## src/rtl/fd_pkg.sv

```systemverilog
`timescale 1ns/1ps
package fd_pkg;
  localparam logic [3:0] IC_HALT  = 4'h0;
  localparam logic [3:0] IC_NOP   = 4'h1;
  localparam logic [3:0] IC_RRMOV = 4'h2;
  localparam logic [3:0] IC_IRMOV = 4'h3;
  localparam logic [3:0] IC_RMMOV = 4'h4;
  localparam logic [3:0] IC_MRMOV = 4'h5;
  localparam logic [3:0] IC_ALU   = 4'h6;
  localparam logic [3:0] IC_JMP   = 4'h7;
  localparam logic [3:0] IC_CALL  = 4'h8;
  localparam logic [3:0] IC_RET   = 4'h9;
  localparam logic [3:0] IC_PUSH  = 4'hA;
  localparam logic [3:0] IC_POP   = 4'hB;

  localparam logic [3:0] ALU_FN_MAX = 4'd3;
  localparam logic [3:0] JMP_FN_MAX = 4'd6;
  localparam logic [3:0] REG_NONE   = 4'h8;

  localparam logic [1:0] ST_RUN  = 2'd0;
  localparam logic [1:0] ST_HALT = 2'd1;
  localparam logic [1:0] ST_BAD  = 2'd2;

  typedef struct packed {
    logic       has_regs;
    logic       has_const;
    logic       const_at1;
    logic [2:0] len;
    logic       bad;
  } fmt_t;
endpackage

```

## src/rtl/fd_len_dec.sv

```systemverilog
`timescale 1ns/1ps
module fd_len_dec
  import fd_pkg::*;
(
  input  logic [7:0] op_byte,
  output fmt_t       fmt
);
  logic [3:0] ic;
  logic [3:0] fn;
  assign ic = op_byte[7:4];
  assign fn = op_byte[3:0];

  always_comb begin
    fmt     = '0;
    fmt.len = 3'd1;
    case (ic)
      IC_HALT, IC_NOP, IC_RET: fmt.len = 3'd1;
      IC_RRMOV, IC_PUSH, IC_POP: begin
        fmt.len      = 3'd2;
        fmt.has_regs = 1'b1;
      end
      IC_ALU: begin
        fmt.len      = 3'd2;
        fmt.has_regs = 1'b1;
        fmt.bad      = (fn > ALU_FN_MAX);
      end
      IC_IRMOV, IC_RMMOV, IC_MRMOV: begin
        fmt.len       = 3'd6;
        fmt.has_regs  = 1'b1;
        fmt.has_const = 1'b1;
      end
      IC_JMP: begin
        fmt.len       = 3'd5;
        fmt.has_const = 1'b1;
        fmt.const_at1 = 1'b1;
        fmt.bad       = (fn > JMP_FN_MAX);
      end
      IC_CALL: begin
        fmt.len       = 3'd5;
        fmt.has_const = 1'b1;
        fmt.const_at1 = 1'b1;
      end
      default: fmt.bad = 1'b1;
    endcase
  end
endmodule

```

## src/rtl/fd_field_ext.sv

```systemverilog
`timescale 1ns/1ps
module fd_field_ext
  import fd_pkg::*;
#(
  parameter int CW = 32,
  localparam int CB = CW / 8,
  localparam int WB = CB + 2
)(
  input  logic [8*WB-1:0] win,
  input  fmt_t            fmt,
  output logic [3:0]      ra,
  output logic [3:0]      rb,
  output logic [CW-1:0]   valc
);
  logic [CW-1:0] c_after_regs;
  logic [CW-1:0] c_after_op;

  for (genvar k = 0; k < CB; k++) begin : g_cbyte
    assign c_after_regs[8*k +: 8] = win[8*(k+2) +: 8];
    assign c_after_op[8*k +: 8]   = win[8*(k+1) +: 8];
  end

  always_comb begin
    ra   = REG_NONE;
    rb   = REG_NONE;
    valc = '0;
    if (fmt.has_regs) begin
      ra = win[15:12];
      rb = win[11:8];
    end
    if (fmt.has_const)
      valc = fmt.const_at1 ? c_after_op : c_after_regs;
  end
endmodule

```

## src/rtl/fd_pc_ctl.sv

```systemverilog
`timescale 1ns/1ps
module fd_pc_ctl
  import fd_pkg::*;
#(
  parameter int AW = 32
)(
  input  logic          clk,
  input  logic          rst_n,
  input  logic          xfer,
  input  logic          is_halt,
  input  logic          is_bad,
  input  logic          redir,
  input  logic [AW-1:0] redir_pc,
  input  logic [AW-1:0] valp,
  output logic [AW-1:0] pc,
  output logic [1:0]    stat,
  output logic          running
);
  logic stop_now;
  assign running  = (stat == ST_RUN);
  assign stop_now = xfer && (is_halt || is_bad);

  always_ff @(posedge clk or negedge rst_n) begin
    if (!rst_n) begin
      pc   <= '0;
      stat <= ST_RUN;
    end else if (running) begin
      if (stop_now)   stat <= is_bad ? ST_BAD : ST_HALT;
      else if (redir) pc   <= redir_pc;
      else if (xfer)  pc   <= valp;
    end
  end


  frozen_pc_chk: assert property (@(posedge clk) disable iff (!rst_n)
    !running |=> $stable(pc));

  sticky_stat_chk: assert property (@(posedge clk) disable iff (!rst_n)
    (stat != ST_RUN) |=> $stable(stat));

  redirect_load_chk: assert property (@(posedge clk) disable iff (!rst_n)
    (running && redir && !stop_now) |=> (pc == $past(redir_pc)));

  advance_chk: assert property (@(posedge clk) disable iff (!rst_n)
    (running && xfer && !redir && !stop_now) |=> (pc == $past(valp)));
endmodule

```

## src/rtl/fetch_decode.sv

```systemverilog
`timescale 1ns/1ps
module fetch_decode
  import fd_pkg::*;
#(
  parameter int AW = 32,
  parameter int CW = 32,
  localparam int WIN_W = 8 * (CW / 8 + 2)
)(
  input  logic             clk,
  input  logic             rst_n,
  input  logic             win_vld,
  output logic             win_rdy,
  input  logic [WIN_W-1:0] win_data,
  input  logic             redir,
  input  logic [AW-1:0]    redir_pc,
  output logic             dec_vld,
  input  logic             dec_rdy,
  output logic [3:0]       icode,
  output logic [3:0]       ifun,
  output logic [3:0]       ra,
  output logic [3:0]       rb,
  output logic [CW-1:0]    valc,
  output logic [2:0]       ilen,
  output logic [AW-1:0]    valp,
  output logic             bad,
  output logic [AW-1:0]    pc,
  output logic [1:0]       stat
);
  fmt_t fmt;
  logic running;
  logic xfer;

  fd_len_dec u_len (
    .op_byte (win_data[7:0]),
    .fmt     (fmt)
  );

  fd_field_ext #(.CW(CW)) u_fld (
    .win  (win_data),
    .fmt  (fmt),
    .ra   (ra),
    .rb   (rb),
    .valc (valc)
  );

  assign icode   = win_data[7:4];
  assign ifun    = win_data[3:0];
  assign ilen    = fmt.len;
  assign bad     = fmt.bad;
  assign valp    = pc + AW'(fmt.len);
  assign dec_vld = win_vld & running;
  assign win_rdy = dec_rdy & running;
  assign xfer    = dec_vld & dec_rdy;

  fd_pc_ctl #(.AW(AW)) u_pc (
    .clk      (clk),
    .rst_n    (rst_n),
    .xfer     (xfer),
    .is_halt  (icode == IC_HALT),
    .is_bad   (fmt.bad),
    .redir    (redir),
    .redir_pc (redir_pc),
    .valp     (valp),
    .pc       (pc),
    .stat     (stat),
    .running  (running)
  );


  len_legal_chk: assert property (@(posedge clk) disable iff (!rst_n)
    dec_vld |-> (ilen == 3'd1 || ilen == 3'd2 || ilen == 3'd5 || ilen == 3'd6));

  stopped_quiet_chk: assert property (@(posedge clk) disable iff (!rst_n)
    (stat != ST_RUN) |-> (!dec_vld && !win_rdy));
endmodule

```

## config.mk

```make
export PLATFORM = sky130hd
export DESIGN_NAME = fetch_decode
export DESIGN_NICKNAME = d
export VERILOG_FILES = /design/src/rtl/fd_pkg.sv /design/src/rtl/fd_len_dec.sv /design/src/rtl/fd_field_ext.sv /design/src/rtl/fd_pc_ctl.sv /design/src/rtl/fetch_decode.sv
export SDC_FILE = /design/constraint.sdc
export NUM_CORES = 1
export LEC_CHECK = 0
export BUFFER_PORTS_ARGS = -buffer_cell sky130_fd_sc_hd__buf_4
export CAP_MARGIN = 25
export CORE_UTILIZATION = 48
export CTS_CLUSTER_SIZE = 40
export DETAILED_ROUTE_END_ITERATION = 7
export PLACE_DENSITY = 0.89
export RECOVER_POWER = 100
export SYNTH_ARGS = -nofsm -noshare
export SYNTH_HDL_FRONTEND = slang
export SYNTH_HIERARCHICAL = 1
export SYNTH_SLANG_ARGS = --single-unit
```

## constraint.sdc

```tcl
create_clock -name clk -period 4.7 [get_ports clk]
set_input_delay 0.94 -clock clk [delete_from_list [all_inputs] [get_ports clk]]
set_output_delay 0.94 -clock clk [all_outputs]
set_load 0.03 [all_outputs]
```

==> results.yml, run 1 <==
status:
  status: "complete, but fails checks"
  violations: "capacitance limit, slew limit"
logic_synthesis:
  synthFlopType: "dfrtp_1"
  synth_edf_count: 0
  synth_cell_type_count: 37
  syn_nets: 406
  synth_top_area_cell: "dfrtp_1"
  ys.warnings.count: 6
  synthesis.instances: 317
  synthTopCellsByCount: "36 x mux2_2, 34 x dfrtp_1, 33 x nor2b_1, 32 x mux2i_1, 30 x mux2_4"
  synth_area_per_cell_um2: 10.6
  async_reset_ff_share_pct: 100
  ys_top_cells_by_area: "dfrtp_1 25%, mux2_4 13%, mux2_2 12%"
  syn_area_um2: 3340
  yosysMostFrequentCell: "mux2_2"
  synth_seq_cells: 34
  synth-seq-area-share_pct: 25.4
  synth.top_cell.area_share_pct: 25.4
sta:
  setup_viol: 0
  hold_slack_ps: 515
  max-slew-margin-rel_pct: -26.7
  period_needed_ps: 4360
  max_slew.worst_pin.slew_ps: 1900
  rsz0062_at_grt: "false"
  worst_slack_ps: 344
  skew_ps: 6.16
  slew_violations: 68
  period_share_pct: 92.7
  setup-tns-final_ps: 0
  fmaxAchievable_ghz: 0.230
  hold_violations: 0
layout:
  fin_cells: 585
  fin_nets: 593
  layout-area-overhead-vs-synth_pct: 30.2
  fillers: 660
  drive_above_1_share_pct: 31.3
  num_antenna_cells: 0
  fin_util_pct: 64.5
setup_path:
  critPathCaptureType: "primary output"
  crit_required_ps: 3760
  crit_family: "simple AND/OR/NAND/NOR gates"
  cpPeakStageDelay_ps: 480
  cp_num_buf_inv: 3
  critPathKind: "in -> out"
  cp.arrival_ps: 3420
  crit_slowest_cell: "nor4_4"
  crit_path_frequent_cell: "a21oi_1"
  worstSetupStartpointType: "input pin"
  crit_fanout: 11
  cp_cell_sequence: "buf_4 -> a21oi_1 -> mux2_1 -> inv_1 -> ha_1 -> fa_1 -> a21oi_1 -> nor4_4 -> nand2_1 -> xnor2_1 -> clkbuf_1"
detailed_routing:
  firstDrtPassIters: 4
  totalWireLength_um: 9940
  drtIter0Drc: 78
  drc: 0
  drtAntennaViolNets: 0
  wl_per_cell_um: 17.0
  via_per_inst: 5.40
  via_count: 3161
place:
  gp_congestion: 0.830
  hpwl_um: 7670
  post-place-ws_ps: 489
  dp.cells: 577
  io_buffers: 204
floorplan:
  die_h_um: 85.5
  dieArea_um2: 7310
  core-area_um2: 6760
  rows: 30
  die_w_um: 85.5
  start_util_pct: 49.5
  pin_count: 205
clock_tree:
  cts_tree: "built"
  cts_repair_resize_count: 0
  clock-sinks: 34
  root_buffer: "clkbuf_8"
  clock_path_buffers: 2
  cts_hold_buf: 0
  cts_buffers: 5
  cts.clk_slew.worst_paths_ps: 70
  cts_htree_levels: 2
  clk_latency_ps: 280
  post-cts-setup-buffer-count: 0
power:
  power_density_nw_per_um2: 179
  p_leak_nw: 1.97
  peakVddDrop_v: 0.0000963
global_route:
  antenna_found_initial: 0
  grt_max_degree: 35
  grt-ovfl-total: 0
  grt_pass1_vias: 3221
  gr-usage-met3_pct: 6.81
  gr-usage-met1_pct: 30.1
  grt_first_pass_wirelength_um: 15600
  grt_use_total_pct: 26.8
  grt_use_met2_pct: 48.8
  top_usage_layer: "met2"
hold_path:
  hp-class: "reg -> reg"
flow_run:
  cap_violations: 2
[logic make-up (layout without fill, tap and decap cells)]
| kind of cell | after synthesis | count (layout) | synth area share [%] |
|---|---|---|---|
| XOR/XNOR | 30 | 30 | 7.86 |
| adder cells (fa/ha/maj) | 4 | 4 | 1.72 |
| multiplexers | 98 | 98 | 35.2 |
| buffers and inverters | 32 | 220 | 7.41 |
| flip-flops | 34 | 34 | 25.4 |
| AND/OR/NAND/NOR | 105 | 105 | 19.5 |
| AO/OA/AOI/OAI | 14 | 14 | 2.92 |
[path summary, 6_finish.rpt]
check	slack, ps	to	cells after the start	startpoint
max in group asynchronous	2430	u_pc/stat[0]$_DFFE_PN0P_	1	rst_n
min in group asynchronous	1180	u_pc/pc[16]$_DFFE_PN0P_	1	rst_n
max	340	valp[14]	11	win_data[5]
max reg2reg	1750	u_pc/pc[22]$_DFFE_PN0P_	5	u_pc/stat[1]$_DFFE_PN0P_
min reg2reg	520	u_pc/stat[0]$_DFFE_PN0P_	1	u_pc/stat[1]$_DFFE_PN0P_
min	520	u_pc/stat[0]$_DFFE_PN0P_	1	u_pc/stat[1]$_DFFE_PN0P_
[per-layer routing]
layer  routed length (µm)  vias to the layer above
met5                    0                        -
met4                  232                        0
met3                  714                       20
met2                 5140                      147
met1                 3850                     1511
li1                     -                     1483
[sequential cells by signal, summed over array words and instances, names as in the netlist]
| signal | cells |
|---|---|
| u_pc/pc | 32 |
| u_pc/stat | 2 |
[area by class of cell]
cell class                 instances  area (µm²)  share of cell area [%]
inverter                           5        18.8                   0.431
tap                               80         100                    2.30
clock buffer                       7        86.3                    1.98
sequential                        34         851                    19.5
timing repair buffer             207        1160                    26.6
multi-input combinational        251        2130                    49.0
clock inverter                     1        5.00                   0.115
[metrics by stage]
| stage | total power, W | cell area, µm² |
|---|---|---|
| 2_1_floorplan | 0.000465 | 3340 |
| 3_3_place_gp | 0.000578 | 4780 |
| 3_5_place_dp | 0.000584 | 4780 |
| 4_1_cts | 0.000812 | 4870 |
| 5_1_grt | 0.000815 | 4360 |
| 6_report | 0.000778 | 4360 |
[layout by cell type (no fill, tap or decap), types with 2 or more instances in the layout]
cell type  synthesis  final
clkbuf_8           0      6
ha_1               3      3
mux2_1             0     29
nand3_1            6      6
buf_4              9    100
nor2b_1           33     33
clkbuf_2           0      6
nand3_2            2      2
dfrtp_1           34     34
and2_1             9      3
nor4_4             2      2
a21boi_0           2      2
inv_1              3      4
nor2_1             6      6
a21oi_1            7      7
nand4_1           20     20
nand2b_1           4      4
nand2_1           12     12
nor4_1             2      2
xnor2_1           26     26
clkbuf_1           4    102
and2_0             0      6
nor3_1             2      2
mux2_2            36     34
mux2i_1           32     32
xor2_1             4      4
mux2_4            30      3
and3_1             4      4
[power breakdown]
part / total (W) / switching [W] / internal [W]
combinational: 0.000259 / 0.000151 / 0.000108
clock: 0.000226 / 0.000107 / 0.000118
sequential: 0.000292 / 0 / 0.000292
Power figures use the tool's default switching activity.
==> run 2, diff against run 1 <==
--- a/config.mk
+++ b/config.mk
@@ -5,9 +5,10 @@
 export SDC_FILE = /design/constraint.sdc
 export NUM_CORES = 1
 export LEC_CHECK = 0
+export ABC_AREA = 1
 export BUFFER_PORTS_ARGS = -buffer_cell sky130_fd_sc_hd__buf_4
 export CAP_MARGIN = 25
-export CORE_UTILIZATION = 48
+export CORE_UTILIZATION = 50
 export CTS_CLUSTER_SIZE = 40
 export DETAILED_ROUTE_END_ITERATION = 7
 export PLACE_DENSITY = 0.89
==> run 2 against run 1 <==
Worst hold slack got worse by 24 ps. Worst setup slack improved by 200 ps. The run still ends with capacitance limit, slew limit left. Combinational power rose by 50%. Largest cell class unchanged. Non-clock buffer count did not move. Critical endpoint is now valp[24].
==> results.yml, run 2 <==
status:
  status: "complete, but fails checks"
  violations: "capacitance limit, slew limit"
floorplan:
  start_util_pct: 52.1
  core-area_um2: 7330
  die_w_um: 89.4
  dieArea_um2: 7990
  die_h_um: 89.4
  pin_count: 205
  rows: 31
logic_synthesis:
  synth.top_cell.area_share_pct: 33.3
  synth_top_family_by_area: "simple AND/OR/NAND/NOR gates"
  synthAdderAreaFrac_pct: 1.51
  synthTopCellsByCount: "339 x nand2_1, 110 x nor2_1, 66 x inv_1, 39 x nand3_1, 34 x dfrtp_1"
  ys_top_cells_by_area: "nand2_1 33%, dfrtp_1 22%, nor2_1 11%"
  syn_nets: 779
  synthFlopType: "dfrtp_1"
  synthesis.instances: 690
  async_reset_ff_share_pct: 100
  synth-seq-area-share_pct: 22.3
  synth_top_area_cell: "nand2_1"
  synth_edf_count: 0
  yosysMostFrequentCell: "nand2_1"
  synth_xor_area_share_pct: 3.21
  synth_area_per_cell_um2: 5.53
  synth-simple-area-share_pct: 57.8
  synth_cell_type_count: 34
  syn_area_um2: 3820
  synth_seq_cells: 34
  synth.area.mux_share_pct: 0
  synth-compound-area-share_pct: 1.54
  ys.warnings.count: 6
layout:
  postLayoutCellArea_um2: 4850
  fin_nets: 958
  layout_commonest_cell: "nand2_1"
  fin_util_pct: 66.1
  num_antenna_cells: 0
  fin_cells: 968
  reg.largest.list: "u_pc/pc (32), u_pc/stat (2)"
  largest-register: "u_pc/pc"
  layout-area-overhead-vs-synth_pct: 26.9
  drive_above_1_share_pct: 13.2
  most-common-layout-cells: "343 x nand2_1, 115 x nor2_1, 111 x clkbuf_1, 97 x buf_4, 66 x inv_1"
  largest_reg_flops: 32
detailed_routing:
  wl_per_cell_um: 13.4
  via_per_inst: 5.01
  firstDrtPassIters: 5
  drc: 0
  totalWireLength_um: 13000
  via_count: 4852
  drtIter0Drc: 289
  drtAntennaViolNets: 0
sta:
  skew_ps: 11.1
  slew_violations: 69
  period_needed_ps: 4150
  setup-tns-final_ps: 0
  setup_viol: 0
  period_share_pct: 88.4
  fmaxAchievable_ghz: 0.241
  max_slew.worst_pin.slew_ps: 1880
  max-slew-margin-rel_pct: -25.4
  rsz0062_at_grt: "false"
  hold_violations: 0
clock_tree:
  clock_path_buffers: 2
  cts_htree_levels: 2
  cts.clk_slew.worst_paths_ps: 70
  clk_latency_ps: 290
  clock-sinks: 34
  cts_hold_buf: 0
  cts_repair_resize_count: 0
  post-cts-setup-buffer-count: 0
  root_buffer: "clkbuf_8"
  cts_buffers: 5
  cts_tree: "built"
global_route:
  grt_use_total_pct: 32.2
  antenna_found_initial: 0
  grt-ovfl-total: 0
  grt_pass1_vias: 4364
  grt_max_degree: 65
  grt_first_pass_wirelength_um: 19700
setup_path:
  cp.arrival_ps: 3210
  crit_required_ps: 3760
  crit_fanout: 5
  worstSetupStartpointType: "input pin"
  crit_path_frequent_cell: "nand2_1"
  rrSetupSlack_ps: 1660
  crit_start: "win_data[7]"
  worstRegToRegCells: 10
  r2r_start: "u_pc/stat[0]$_DFFE_PN0P_"
  critPathKind: "in -> out"
  crit_slowest_cell: "fa_1"
  critPathCaptureType: "primary output"
  regToRegEndpoint: "u_pc/pc[25]$_DFFE_PN0P_"
  cp_cell_sequence: "clkbuf_1 -> inv_1 -> nand2_1 -> o22ai_1 -> inv_1 -> ha_1 -> fa_1 -> nand3_1 -> nand2_1 -> nand2_1 -> inv_1 -> nand2_1 -> nand2_1 -> nand2_1 -> clkbuf_1"
  cpPeakStageDelay_ps: 400
  endpoint: "valp[24]"
place:
  io_buffers: 204
  hpwl_um: 10300
  dp.cells: 961
  gp_congestion: 0.870
  placedInstanceArea_um2: 5230
power:
  power_w: 0.000917
  power_density_nw_per_um2: 189
  peakVddDrop_v: 0.000123
  p_leak_nw: 2.69
hold_path:
  hp-class: "reg -> reg"
  hp-start: "u_pc/stat[1]$_DFFE_PN0P_"
flow_run:
  cap_violations: 2
[run 2: cell types whose count changed in the layout (fill, tap and decap cells not counted), sizes merged, moves of 6 or more]
cell and change:
nand2 +332, nor2 +114, mux2 -66, inv +63, nand3 +34, nor2b -33, mux2i -32, xnor2 -20
nand4 -19, nand3b +13, and2 -9, a21oi -6
[run 2: stage by stage]
step / worst slack (ps) / hold WS (ps)
finish: 547 / 491
global route: 309 / 523
CTS: 779 / 495
detailed placement: 792 / 478
global placement: 900 / 467
floorplan: 82.7 / 644
[run 2: area by class of cell]
type,instances,area [µm²]
clock buffer,6,72.6
clock inverter,1,7.51
fill,818,2480
inverter,68,255
multi-input combinational,553,2390
sequential,34,851
tap,99,124
timing repair buffer,207,1140
[run 2: how the worst min path moves through the flow]
stage,end,slack [ps],cells after the start
floorplan,u_pc/pc[0]$_DFFE_PN0P_,640,0
global placement,u_pc/stat[0]$_DFFE_PN0P_,470,2
detailed placement,u_pc/stat[1]$_DFFE_PN0P_,480,2
CTS,u_pc/stat[1]$_DFFE_PN0P_,490,2
global route,u_pc/stat[1]$_DFFE_PN0P_,520,2
finish,u_pc/stat[1]$_DFFE_PN0P_,490,2
[run 2: worst max-delay path: cells and delay by family]
| family | cells | cell delay (ps) |
|---|---|---|
| AND/OR/NAND/NOR | 7 | 750 |
| buffers and inverters | 5 | 690 |
| adder cells (fa/ha/maj) | 2 | 620 |
| AO/OA/AOI/OAI | 1 | 210 |
[run 2: layer usage]
| metal | part of all wire [%] | track usage (%) | up-vias |
|---|---|---|---|
| met2 | 51 | 59.7 | 233 |
| met5 | 0 | 0 | - |
| met1 | 38 | 34.5 | 2166 |
| met3 | 8.8 | 7.85 | 38 |
| li1 | - | - | 2415 |
| met4 | 3.1 | 14.0 | 0 |
[run 2: report_power, final]
group / internal, W / switching (W) / total, W
combinational: 0.000121 / 0.000266 / 0.000388
sequential: 0.000304 / 0.0000194 / 0.000323
clock: 0.000102 / 0.000105 / 0.000206
[run 2: cell families after synthesis]
family / Yosys count
AND/OR/NAND/NOR: 527
buffers and inverters: 103
flip-flops: 34
XOR/XNOR: 14
AO/OA/AOI/OAI: 8
adder cells (fa/ha/maj): 4
